--- src/rtl/tlb_pkg.sv ---
package tlb_pkg;
  localparam int VA_W  = 32;
  localparam int OFF_W = 12;
  localparam int VPN_W = VA_W - OFF_W;
  localparam int PTE_W = 32;
  localparam int PA_W  = VA_W;

  localparam int B_PRES  = 0;
  localparam int B_WR    = 1;
  localparam int B_USER  = 2;
  localparam int B_REF   = 5;
  localparam int B_DIRTY = 6;
  localparam int B_GLOB  = 8;

  typedef enum logic [1:0] {
    OUT_MISS  = 2'd0,
    OUT_HIT   = 2'd1,
    OUT_FAULT = 2'd2
  } outcome_e;

  typedef struct packed {
    logic             vld;
    logic [VPN_W-1:0] vpn;
    logic [PTE_W-1:0] pte;
  } tlb_ent_t;
endpackage

--- src/rtl/tlb_match.sv ---
module tlb_match
  import tlb_pkg::*;
#(
  parameter int N  = 8,
  localparam int IW = (N > 1) ? $clog2(N) : 1
) (
  input  tlb_ent_t [N-1:0] ents,
  input  logic [VPN_W-1:0] key,
  output logic [N-1:0]     hit_vec,
  output logic             any,
  output logic [IW-1:0]    idx
);
  for (genvar g = 0; g < N; g++) begin : g_cmp
    assign hit_vec[g] = ents[g].vld && (ents[g].vpn == key);
  end

  assign any = |hit_vec;

  always_comb begin
    idx = '0;
    for (int i = 0; i < N; i++)
      if (hit_vec[i]) idx = IW'(i);
  end
endmodule

--- src/rtl/tlb_victim.sv ---
module tlb_victim
  import tlb_pkg::*;
#(
  parameter int N  = 8,
  localparam int IW = (N > 1) ? $clog2(N) : 1
) (
  input  logic          clk,
  input  logic          rst_n,
  input  logic [N-1:0]  valid_vec,
  input  logic [N-1:0]  same_vec,
  input  logic          alloc,
  output logic [IW-1:0] idx
);
  logic [IW-1:0] rr_q;
  logic [IW-1:0] same_idx, free_idx;
  logic          has_free, has_same;

  always_comb begin
    same_idx = '0;
    free_idx = '0;
    has_free = 1'b0;
    for (int i = N - 1; i >= 0; i--) begin
      if (!valid_vec[i]) begin
        free_idx = IW'(i);
        has_free = 1'b1;
      end
      if (same_vec[i]) same_idx = IW'(i);
    end
    has_same = |same_vec;
    if (has_same)      idx = same_idx;
    else if (has_free) idx = free_idx;
    else               idx = rr_q;
  end

  always_ff @(posedge clk) begin
    if (!rst_n) rr_q <= '0;
    else if (alloc && !has_same && !has_free)
      rr_q <= (rr_q == IW'(N - 1)) ? '0 : rr_q + 1'b1;
  end


  free_first_chk: assert property (@(posedge clk) disable iff (!rst_n)
    alloc && !(&valid_vec) && !(|same_vec) |-> !valid_vec[idx]);
endmodule

--- src/rtl/tlb_cache.sv ---
module tlb_cache
  import tlb_pkg::*;
#(
  parameter int ENTRIES = 8,
  localparam int IW = (ENTRIES > 1) ? $clog2(ENTRIES) : 1
) (
  input  logic             clk,
  input  logic             rst_n,
  input  logic             lk_valid,
  output logic             lk_ready,
  input  logic [VA_W-1:0]  lk_vaddr,
  input  logic             lk_write,
  input  logic             lk_user,
  output logic             rs_valid,
  input  logic             rs_ready,
  output logic [PA_W-1:0]  rs_paddr,
  output logic [PTE_W-1:0] rs_pte,
  output logic             rs_hit,
  output logic             rs_miss,
  output logic             rs_fault,
  input  logic             rf_valid,
  output logic             rf_ready,
  input  logic [VPN_W-1:0] rf_vpn,
  input  logic [PTE_W-1:0] rf_pte,
  input  logic             flush_local,
  input  logic             flush_all
);
  tlb_ent_t [ENTRIES-1:0] ents_q;
  logic [ENTRIES-1:0] lk_vec, rf_vec, valid_vec;
  logic               lk_any, rf_any;
  logic [IW-1:0]      lk_idx, rf_idx, vic_idx;
  logic               flushing, lk_fire, rf_fire, rf_store;
  tlb_ent_t           sel;
  logic               perm_bad;
  logic [PTE_W-1:0]   upd_pte;
  outcome_e           outc, outc_q;

  for (genvar g = 0; g < ENTRIES; g++) begin : g_vld
    assign valid_vec[g] = ents_q[g].vld;
  end

  tlb_match #(.N(ENTRIES)) i_lk_match (
    .ents(ents_q), .key(lk_vaddr[VA_W-1:OFF_W]),
    .hit_vec(lk_vec), .any(lk_any), .idx(lk_idx));

  tlb_match #(.N(ENTRIES)) i_rf_match (
    .ents(ents_q), .key(rf_vpn),
    .hit_vec(rf_vec), .any(rf_any), .idx(rf_idx));

  assign flushing = flush_local || flush_all;
  assign lk_ready = !flushing && (!rs_valid || rs_ready);
  assign lk_fire  = lk_valid && lk_ready;
  assign rf_ready = !flushing && !lk_fire;
  assign rf_fire  = rf_valid && rf_ready;
  assign rf_store = rf_fire && rf_pte[B_PRES];

  tlb_victim #(.N(ENTRIES)) i_victim (
    .clk(clk), .rst_n(rst_n), .valid_vec(valid_vec), .same_vec(rf_vec),
    .alloc(rf_store), .idx(vic_idx));

  always_comb begin
    sel      = ents_q[lk_idx];
    perm_bad = (lk_write && !sel.pte[B_WR]) || (lk_user && !sel.pte[B_USER]);
    upd_pte  = sel.pte;
    upd_pte[B_REF] = 1'b1;
    if (lk_write) upd_pte[B_DIRTY] = 1'b1;
    if (!lk_any)       outc = OUT_MISS;
    else if (perm_bad) outc = OUT_FAULT;
    else               outc = OUT_HIT;
  end

  always_ff @(posedge clk) begin
    if (!rst_n) begin
      for (int i = 0; i < ENTRIES; i++) ents_q[i] <= '0;
    end else if (flush_all) begin
      for (int i = 0; i < ENTRIES; i++) ents_q[i].vld <= 1'b0;
    end else if (flush_local) begin
      for (int i = 0; i < ENTRIES; i++)
        if (!ents_q[i].pte[B_GLOB]) ents_q[i].vld <= 1'b0;
    end else begin
      if (lk_fire && outc == OUT_HIT) ents_q[lk_idx].pte <= upd_pte;
      if (rf_store) ents_q[vic_idx] <= '{vld: 1'b1, vpn: rf_vpn, pte: rf_pte};
    end
  end

  always_ff @(posedge clk) begin
    if (!rst_n) begin
      rs_valid <= 1'b0;
      rs_paddr <= '0;
      rs_pte   <= '0;
      outc_q   <= OUT_MISS;
    end else if (lk_fire) begin
      rs_valid <= 1'b1;
      outc_q   <= outc;
      rs_paddr <= (outc == OUT_HIT) ? {sel.pte[PTE_W-1:OFF_W], lk_vaddr[OFF_W-1:0]} : '0;
      rs_pte   <= (outc == OUT_HIT) ? upd_pte : (outc == OUT_FAULT) ? sel.pte : '0;
    end else if (rs_ready) begin
      rs_valid <= 1'b0;
    end
  end

  assign rs_hit   = rs_valid && outc_q == OUT_HIT;
  assign rs_miss  = rs_valid && outc_q == OUT_MISS;
  assign rs_fault = rs_valid && outc_q == OUT_FAULT;


  rs_hold_chk: assert property (@(posedge clk) disable iff (!rst_n)
    rs_valid && !rs_ready |=> rs_valid && $stable(rs_paddr) && $stable(rs_pte));

  outcome_one_chk: assert property (@(posedge clk) disable iff (!rst_n)
    rs_valid |-> $countones({rs_hit, rs_miss, rs_fault}) == 1);

  no_dup_chk: assert property (@(posedge clk) disable iff (!rst_n)
    $onehot0(lk_vec));

  flush_all_chk: assert property (@(posedge clk) disable iff (!rst_n)
    flush_all |=> !lk_any);

  offset_chk: assert property (@(posedge clk) disable iff (!rst_n)
    lk_fire |=> !rs_hit || rs_paddr[OFF_W-1:0] == $past(lk_vaddr[OFF_W-1:0]));

  ref_set_chk: assert property (@(posedge clk) disable iff (!rst_n)
    rs_hit |-> rs_pte[B_REF] && rs_pte[B_PRES]);
endmodule

--- config.mk ---
export PLATFORM = sky130hd
export DESIGN_NAME = tlb_cache
export DESIGN_NICKNAME = d
export VERILOG_FILES = /design/src/rtl/tlb_pkg.sv /design/src/rtl/tlb_match.sv /design/src/rtl/tlb_victim.sv /design/src/rtl/tlb_cache.sv
export SDC_FILE = /design/constraint.sdc
export NUM_CORES = 2
export LEC_CHECK = 0
export CAP_MARGIN = 20
export CORE_MARGIN = 10
export CORE_UTILIZATION = 46
export CTS_CLUSTER_DIAMETER = 100
export DETAILED_ROUTE_END_ITERATION = 8
export PLACE_DENSITY_LB_ADDON = 0.2
export REMOVE_ABC_BUFFERS = 1
export SLEW_MARGIN = 20
export SYNTH_ARGS = -nofsm -noshare
export SYNTH_HDL_FRONTEND = slang
export SYNTH_SLANG_ARGS = --single-unit
--- constraint.sdc ---
create_clock -name clk -period 4.1 [get_ports clk]
set_input_delay 1.23 -clock clk [delete_from_list [all_inputs] [get_ports clk]]
set_output_delay 1.23 -clock clk [all_outputs]
set_load 0.03 [all_outputs]
* Yosys cells after proc, flatten, opt, wreduce, memory -nomap -nowiden *
Cells that the tools add are included.
Widths: inputs -> output; s select.

storage, ports and cells
  bits in registers = 494
  input bits = 93
  output and inout bits = 70
  logic and storage cells = 184

operators by class
  add/subtract/negate cells = 1
  $lt $le $gt $ge = 4
  equality and inequality tests = 29
  multiplexer cells = 71
  bitwise logic cells = 3
  reductions and logical operators = 47

operators by type and width
  cell                 count
  $mux 424             5
  $bwmux 424           2
  $eq 20x20->1         16
  $demux 53 s3         2
  $mux 32              5
  $bmux 53 s3          1
  $mux 3               23
  $mux 53              1
  $logic_and 1x1->1    31
  $mux 1               28
  $ne 2x2->1 const B   8
  $reduce_or 8->1      2
  $lt 3x4->1 const B   2
  $mux 2               4
  $logic_not 1->1      7
  $ge 3x1->1 const B   2
  $eq 2x1->1 const B   2
  $eq 2x2->1 const B   2
  $add 3x1->3 const B  1
  $eq 3x3->1 const B   1
  $logic_or 1x1->1     3
  $not 1->1            3
  $logic_not 2->1      1
  $reduce_and 2->1     1
  other kinds (2)      2

* Longest topological paths before layout *
  depth in word-level cells = 25
  gate-level depth with buffers = 15
  depth with buffers taken out = 11

* Modules after synthesis *
From an unflattened synthesis, not the netlist that was laid out.

second synthesis, totals
  cell total of the unflattened synthesis = 3,104
  area, all modules = 26,096.3 µm²

modules (own cells, without submodules)
  module      instances  cells each  area each (µm²)  sequential area each (µm²)
  tlb_cache   1          2,557       21,640.8         9,829.4
  tlb_match   2          252         2,059.5          0.0
  tlb_victim  1          43          336.6            60.1

* Worst setup path after synthesis *
No wires, ideal clock.

  path kind = input -> register
  start point = input lk_vaddr[24]
  end point = register ents_q[377] (netlist bit)
  library setup time = 0.131 ns
  arrival time = 4.035 ns
  required time = 3.969 ns
  path slack = -0.067 ns
  stages = 14
  path buffers = 3
  cells stage by stage = buf_2 xor2_1 or4_4 nor4_4 o211ai_1 a311o_1 and2_4 buf_6 nand3_1 o211ai_2 o211a_4 buf_6 a221oi_2 nor3_1

on the way
  cells in the longest elaborated chain, start to end = 24
  elaborated cells on any way between the ends = 48
  those cells by class = 2 x order compare; 9 x eq/ne; 21 x mux; 16 x reduce/logical

RTL lines
  element                          line             text
  from (decl)                      tlb_cache.sv:11  input logic [VA_W-1:0] lk_vaddr,
  $eq 20x20->1                     tlb_match.sv:14  assign hit_vec[g] = ents[g].vld && (ents[g].vpn == key);
  $logic_and 1x1->1                tlb_match.sv:14
  $mux 1                           tlb_match.sv:22  if (hit_vec[i]) idx = IW'(i);
  $mux 2 (2 in series)             tlb_match.sv:22
  $mux 3 (4 in series)             tlb_match.sv:22
  $bmux 53 s3                      tlb_cache.sv:62  sel = ents_q[lk_idx];
  $mux 32 (implied by the code)    tlb_cache.sv:62
  $logic_not 1->1                  tlb_cache.sv:63  perm_bad = (lk_write && !sel.pte[B_WR]) || (lk_user && !sel.pte[B_USER]);
  [... 4 more ...]                 --
  $eq 2x1->1                       tlb_cache.sv:81  if (lk_fire && outc == OUT_HIT) ents_q[lk_idx].pte <= upd_pte;
  $logic_and 1x1->1                tlb_cache.sv:81
  $mux 424 *                       tlb_cache.sv:81
  $mux 424 *                       tlb_cache.sv:77  end else if (flush_local) begin
  $mux 424 *                       tlb_cache.sv:75  end else if (flush_all) begin
  $mux 424 *                       tlb_cache.sv:73  if (!rst_n) begin
  $bwmux 424                       tlb_cache.sv:82  if (rf_store) ents_q[vic_idx] <= '{vld: 1'b1, vpn: rf_vpn, pte: rf_pte};
  $mux 424 *                       tlb_cache.sv:82
  to (signal, indexed assignment)  tlb_cache.sv:82
  to (decl)                        tlb_cache.sv:28  tlb_ent_t [ENTRIES-1:0] ents_q;

Mark *: on every way between the ends. The rest lies on a longest branch, timed or not. The select of a mux whose other input is x is not followed.
A chain may end at the register's enable or synchronous reset.

* Final worst setup path *
  start point = input rf_vpn[15]
  end point = register ents_q[291] (netlist bit)

on the way
  cells in the longest elaborated chain, start to end = 17
  elaborated cells on any way between the ends = 33
  those cells by class = 2 x order compare; 8 x eq/ne; 13 x mux; 10 x reduce/logical

RTL lines
  element                                                                line              text
  from (decl)                                                            tlb_cache.sv:23   input logic [VPN_W-1:0] rf_vpn,
  $eq 20x20->1                                                           tlb_match.sv:14
  $logic_and 1x1->1                                                      tlb_match.sv:14
  $mux 3 (8 in series)                                                   tlb_victim.sv:27  if (same_vec[i]) same_idx = IW'(i);
  $mux 3 *                                                               tlb_victim.sv:30  if (has_same) idx = same_idx;
  $lt 3x4->1 (implied by the code) / $ge 3x1->1 (equally long branches)  tlb_cache.sv:82
  $logic_and 1x1->1 (implied by the code)                                tlb_cache.sv:82
  $mux 53 (implied by the code)                                          tlb_cache.sv:82
  $demux 53 s3 *                                                         tlb_cache.sv:82
  $bwmux 424 *                                                           tlb_cache.sv:82
  $mux 424 *                                                             tlb_cache.sv:82

Mark *: on every way between the ends. The rest lies on a longest branch, timed or not.

==> flow_summary.yaml <==
status:
  status: "finished, violations left"
  violations: "negative setup slack"
setup_path:
  crit_path_end_kind: "flop"
  cp-endpoint: "ents_q[291]"
  crit_chain: "clkdlybuf4s50_1 > buf_6 > buf_6 > xnor2_1 > nand3_1 > nor4_1 > nand4_1 > buf_4 > buf_4 > a31oi_1 > o31a_1 > buf_4 > and4b_4 > clkbuf_16 > clkbuf_16 > mux2i_1 > nor2_1"
  critPathSlowestCell: "clkdlybuf4s50_1"
  worstSetupPathType: "in -> reg"
  rrSetupSlack_ps: 570
  cpMostUsedCell: "buf_4"
  crit_required_ps: 4600
  worstSetupStartpoint: "rf_vpn[15]"
  critPathArrivalTime_ps: 4610
  timing.rr.start: "ents_q[299]"
  r2r_cells: 17
  crit_cells: 17
  crit_buf_inv: 8
  cp_max_fo: 6
  r2r-end: "rs_paddr[27]"
  critPathTopFamily: "buffers and inverters"
  critPathMaxStageDelay_ps: 480
  start_kind: "input pin"
logic_synthesis:
  async_reset_ff_share_pct: 0
  synth_area_um2: 24680
  syn_area_per_cell_um2: 8.769
  ys_top_cells_by_area: "dfxtp_1 40%, mux2i_1 15%, xnor2_1 8.5%, nor2_1 6.1%, o21ai_0 3.2%"
  yosysSeqAreaShare_pct: 40.06
  synthCells: 2815
  synth_edf_count: 0
  synth_ff_type: "dfxtp_1"
  ys_ff_latch: 494
  synth_warnings: 0
  synth_top_cell_by_area: "dfxtp_1"
  synth_top_area_share_pct: 40.06
  yosysUniqueCellTypes: 78
routing:
  drt_first_pass_iters: 5
  ant_nets: 0
  drtIter0Drc: 2092
  routedWlPerCell_um: 23.35
  drt_drc_violations_left: 0
  vias: 23370
  routed_wl_um: 94040
  vias_per_cell: 5.801
sta:
  fin_crit_sh_pct: 100.3
  drv_slew: 0
  setup_viol: 1
  fin_crit_ps: 4111
  fmax_mhz: 243.3
  hold_slack_ps: 460.1
  finalHoldViolCount: 0
  clock_skew_ps: 16.92
  maxSlewHeadroom_pct: 53.46
  worst_slack_ps: -10.63
  grt_setup_unrepaired: "true"
  worst_pin_slew_ps: 698.1
floorplanning:
  fp.dieH_um: 251.6
  io_pins: 163
  die-area_um2: 63330
  die_width_um: 251.6
  start_util_pct: 46.69
  core-area_um2: 52870
  std_cell_rows: 84
pwr:
  p_switching_mw: 2.700
  seq_power_share_pct: 43.0
  powerDensity_nw_per_um2: 326.0
  p_comb_share_pct: 9.1
  switching_share_pct: 24.11
  power.leakage_nw: 13.47
  p_int_mw: 8.498
  total_power_mw: 11.20
  clockPowerShare_pct: 47.9
  ir_drop_mv: 0.3309
cells_and_area:
  fill_cells: 4294
  drive_gt1_share_pct: 24.91
  fin_util_pct: 64.98
  diodes: 0
  syn2layout_area_growth_pct: 39.17
  nets: 3391
flow_run:
  cap_violations: 0
cts:
  cts_max_path_buffers: 3
  root_buffer: "clkbuf_16"
  hold_buffers: 0
  cts_max_level: 2
  clk_pin_slew_ps: 60
  clkLatencyLatePin_ps: 640
  cts_sinks: 494
  cts_buffers: 54
  cts_tree: "done"
grt:
  grt_antenna_before_repair: 2
  grtUsageTotal_pct: 27.40
  grt_max_degree: 142
  grt_pass1_wl_um: 136600
  grt-ovfl-total: 0
  grt_pass1_vias: 22500
placed_design:
  dp_hpwl_um: 62760
  portBuffers: 162
  gp_congestion: 0.9925
hold_path:
  hp-class: "reg -> reg"
[state kept, by name (all words and copies together), names as in the netlist]
register       count
rs_paddr          32
rs_pte            32
i_victim.rr_q      3
ents_q           424
rs_valid           1
outc_q             2
[cell type report]
type / count / area [um^2] / area share (%)
tap: 688 / 860.8 / 2.506
sequential: 494 / 9889 / 28.79
timing repair buffer: 678 / 6794 / 19.78
multi-input combinational: 2053 / 14770 / 43.00
clock inverter: 23 / 371.6 / 1.082
inverter: 15 / 63.81 / 0.1858
clock buffer: 77 / 1599 / 4.655
[timing repair]
action	in CTS	in global routing
setup endpoints to repair	474	475
pin swaps	27	49
cloned	4	14
gates resized for setup	124	170
buffers inserted	29	59
[cell usage in the layout (no fill, tap or decap), drive strengths merged, types with 3 or more instances in the layout]
| master | netlist | layout |
|---|---|---|
| a211o | 3 | 3 |
| a211oi | 17 | 17 |
| a21oi | 127 | 127 |
| a221oi | 3 | 3 |
| a22o | 42 | 42 |
| a22oi | 27 | 27 |
| a31oi | 9 | 9 |
| and2 | 14 | 14 |
| and3 | 9 | 9 |
| and4 | 6 | 6 |
| buf | 103 | 504 |
| bufinv | 0 | 8 |
| clkbuf | 151 | 95 |
| clkdlybuf4s50 | 0 | 126 |
| clkinv | 0 | 13 |
| dfxtp | 494 | 494 |
| dlygate4sd2 | 0 | 14 |
| dlymetal6s2s | 0 | 15 |
| inv | 15 | 16 |
| mux2 | 23 | 23 |
| mux2i | 362 | 362 |
| nand2 | 199 | 199 |
| nand2b | 5 | 5 |
| nand3 | 80 | 80 |
| nand4 | 94 | 94 |
| nor2 | 402 | 402 |
| nor2b | 7 | 7 |
| nor3 | 16 | 16 |
| nor3b | 5 | 5 |
| nor4 | 41 | 41 |
| nor4b | 4 | 4 |
| o211ai | 8 | 8 |
| o21a | 4 | 4 |
| o21ai | 163 | 163 |
| o221ai | 3 | 3 |
| or2 | 10 | 10 |
| or3b | 5 | 5 |
| or4 | 12 | 12 |
| xnor2 | 239 | 239 |
| xor2 | 82 | 82 |
[per-layer routing]
metal / vias up / wire length (um) / track usage, %
li1: 10700 / - / -
met1: 11470 / 40700 / 37.04
met2: 979 / 42290 / 43.36
met3: 214 / 7733 / 5.202
met4: 4 / 3283 / 8.968
met5: - / 27 / 0
[power groups by stage]
stage / clock (mW) / combinational (mW) / sequential (mW)
6_report: 5.36 / 1.02 / 4.82
3_5_place_dp: 0 / 0.886 / 4.92
2_1_floorplan: 0 / 0.291 / 4.92
5_1_grt: 5.60 / 1.06 / 4.82
3_3_place_gp: 0 / 0.880 / 4.92
4_1_cts: 5.41 / 0.917 / 4.82
[cell families after synthesis]
| group | after synthesis | share of synthesized area, % |
|---|---|---|
| AND/OR/NAND/NOR | 918 | 17.19 |
| adder cells (fa/ha/maj) | 2 | 0.1014 |
| flip-flops | 494 | 40.06 |
| buffers and inverters | 269 | 4.770 |
| multiplexers | 385 | 15.74 |
| AO/OA/AOI/OAI | 426 | 10.74 |
| XOR/XNOR | 321 | 11.39 |
[stage by stage]
step	setup WS (ps)	cell area (um^2)	cells	TNS [ps]
final	-10.63	34350	4028	-10.63
after global routing	-54.63	34350	4028	-1014
after CTS	-15.00	32730	3956	-86.07
after detailed placement	-1046	29880	3823	-393160
after global placement	-1131	29880	3823	-392820
after floorplan	-7447	23560	2561	-2079680
[cell usage after synthesis, types with 3 or more instances]
| library cell | instances |
|---|---|
| o221ai_1 | 3 |
| inv_1 | 15 |
| a211oi_1 | 15 |
| a22o_1 | 42 |
| dfxtp_1 | 494 |
| and3_1 | 9 |
| a22oi_1 | 23 |
| o21ai_1 | 3 |
| a211o_1 | 3 |
| nor2_1 | 399 |
| a21oi_1 | 126 |
| nand4_1 | 94 |
| mux2i_1 | 362 |
| nor3_1 | 16 |
| o211ai_2 | 4 |
| and2_1 | 11 |
| nor4_1 | 40 |
| or4_1 | 11 |
| nand3_1 | 80 |
| nor3b_1 | 5 |
| nand2b_1 | 5 |
| clkbuf_1 | 151 |
| buf_2 | 77 |
| o21ai_0 | 160 |
| o21a_1 | 4 |
| o211ai_1 | 4 |
| buf_4 | 9 |
| xnor2_1 | 239 |
| buf_6 | 5 |
| or2_2 | 9 |
| and4_1 | 6 |
| a31oi_1 | 8 |
| nand2_1 | 199 |
| mux2_2 | 20 |
| buf_1 | 12 |
| nor2b_1 | 7 |
| xor2_1 | 82 |
| a22oi_2 | 4 |
| nor4b_1 | 4 |
| or3b_2 | 5 |
[worst reg2reg max path, cell delays in order (launching register included)]
cell	delay, ps
dfxtp_1	550
xnor2_4	180
buf_4	140
nand4_1	70
or4_4	550
nor3_2	200
buf_4	140
nor2_1	60
a211oi_4	230
buf_12	180
buf_12	120
buf_12	140
buf_12	120
mux2i_2	220
mux2_4	190
o211ai_2	90
a22oi_2	160
nor2_1	50
[worst min path at each step]
stage / start / end / slack [ps] / depth (start not counted)
floorplan: ents_q[371] / ents_q[371] / 430 / 2
global placement: rs_pte[4] / rs_pte[4] / 440 / 2
detailed placement: ents_q[371] / ents_q[371] / 460 / 2
CTS: ents_q[371] / ents_q[371] / 470 / 2
global route: ents_q[333] / ents_q[333] / 490 / 2
finish: rs_pte[4] / rs_pte[4] / 460 / 2
Power figures use the tool's default switching activity.
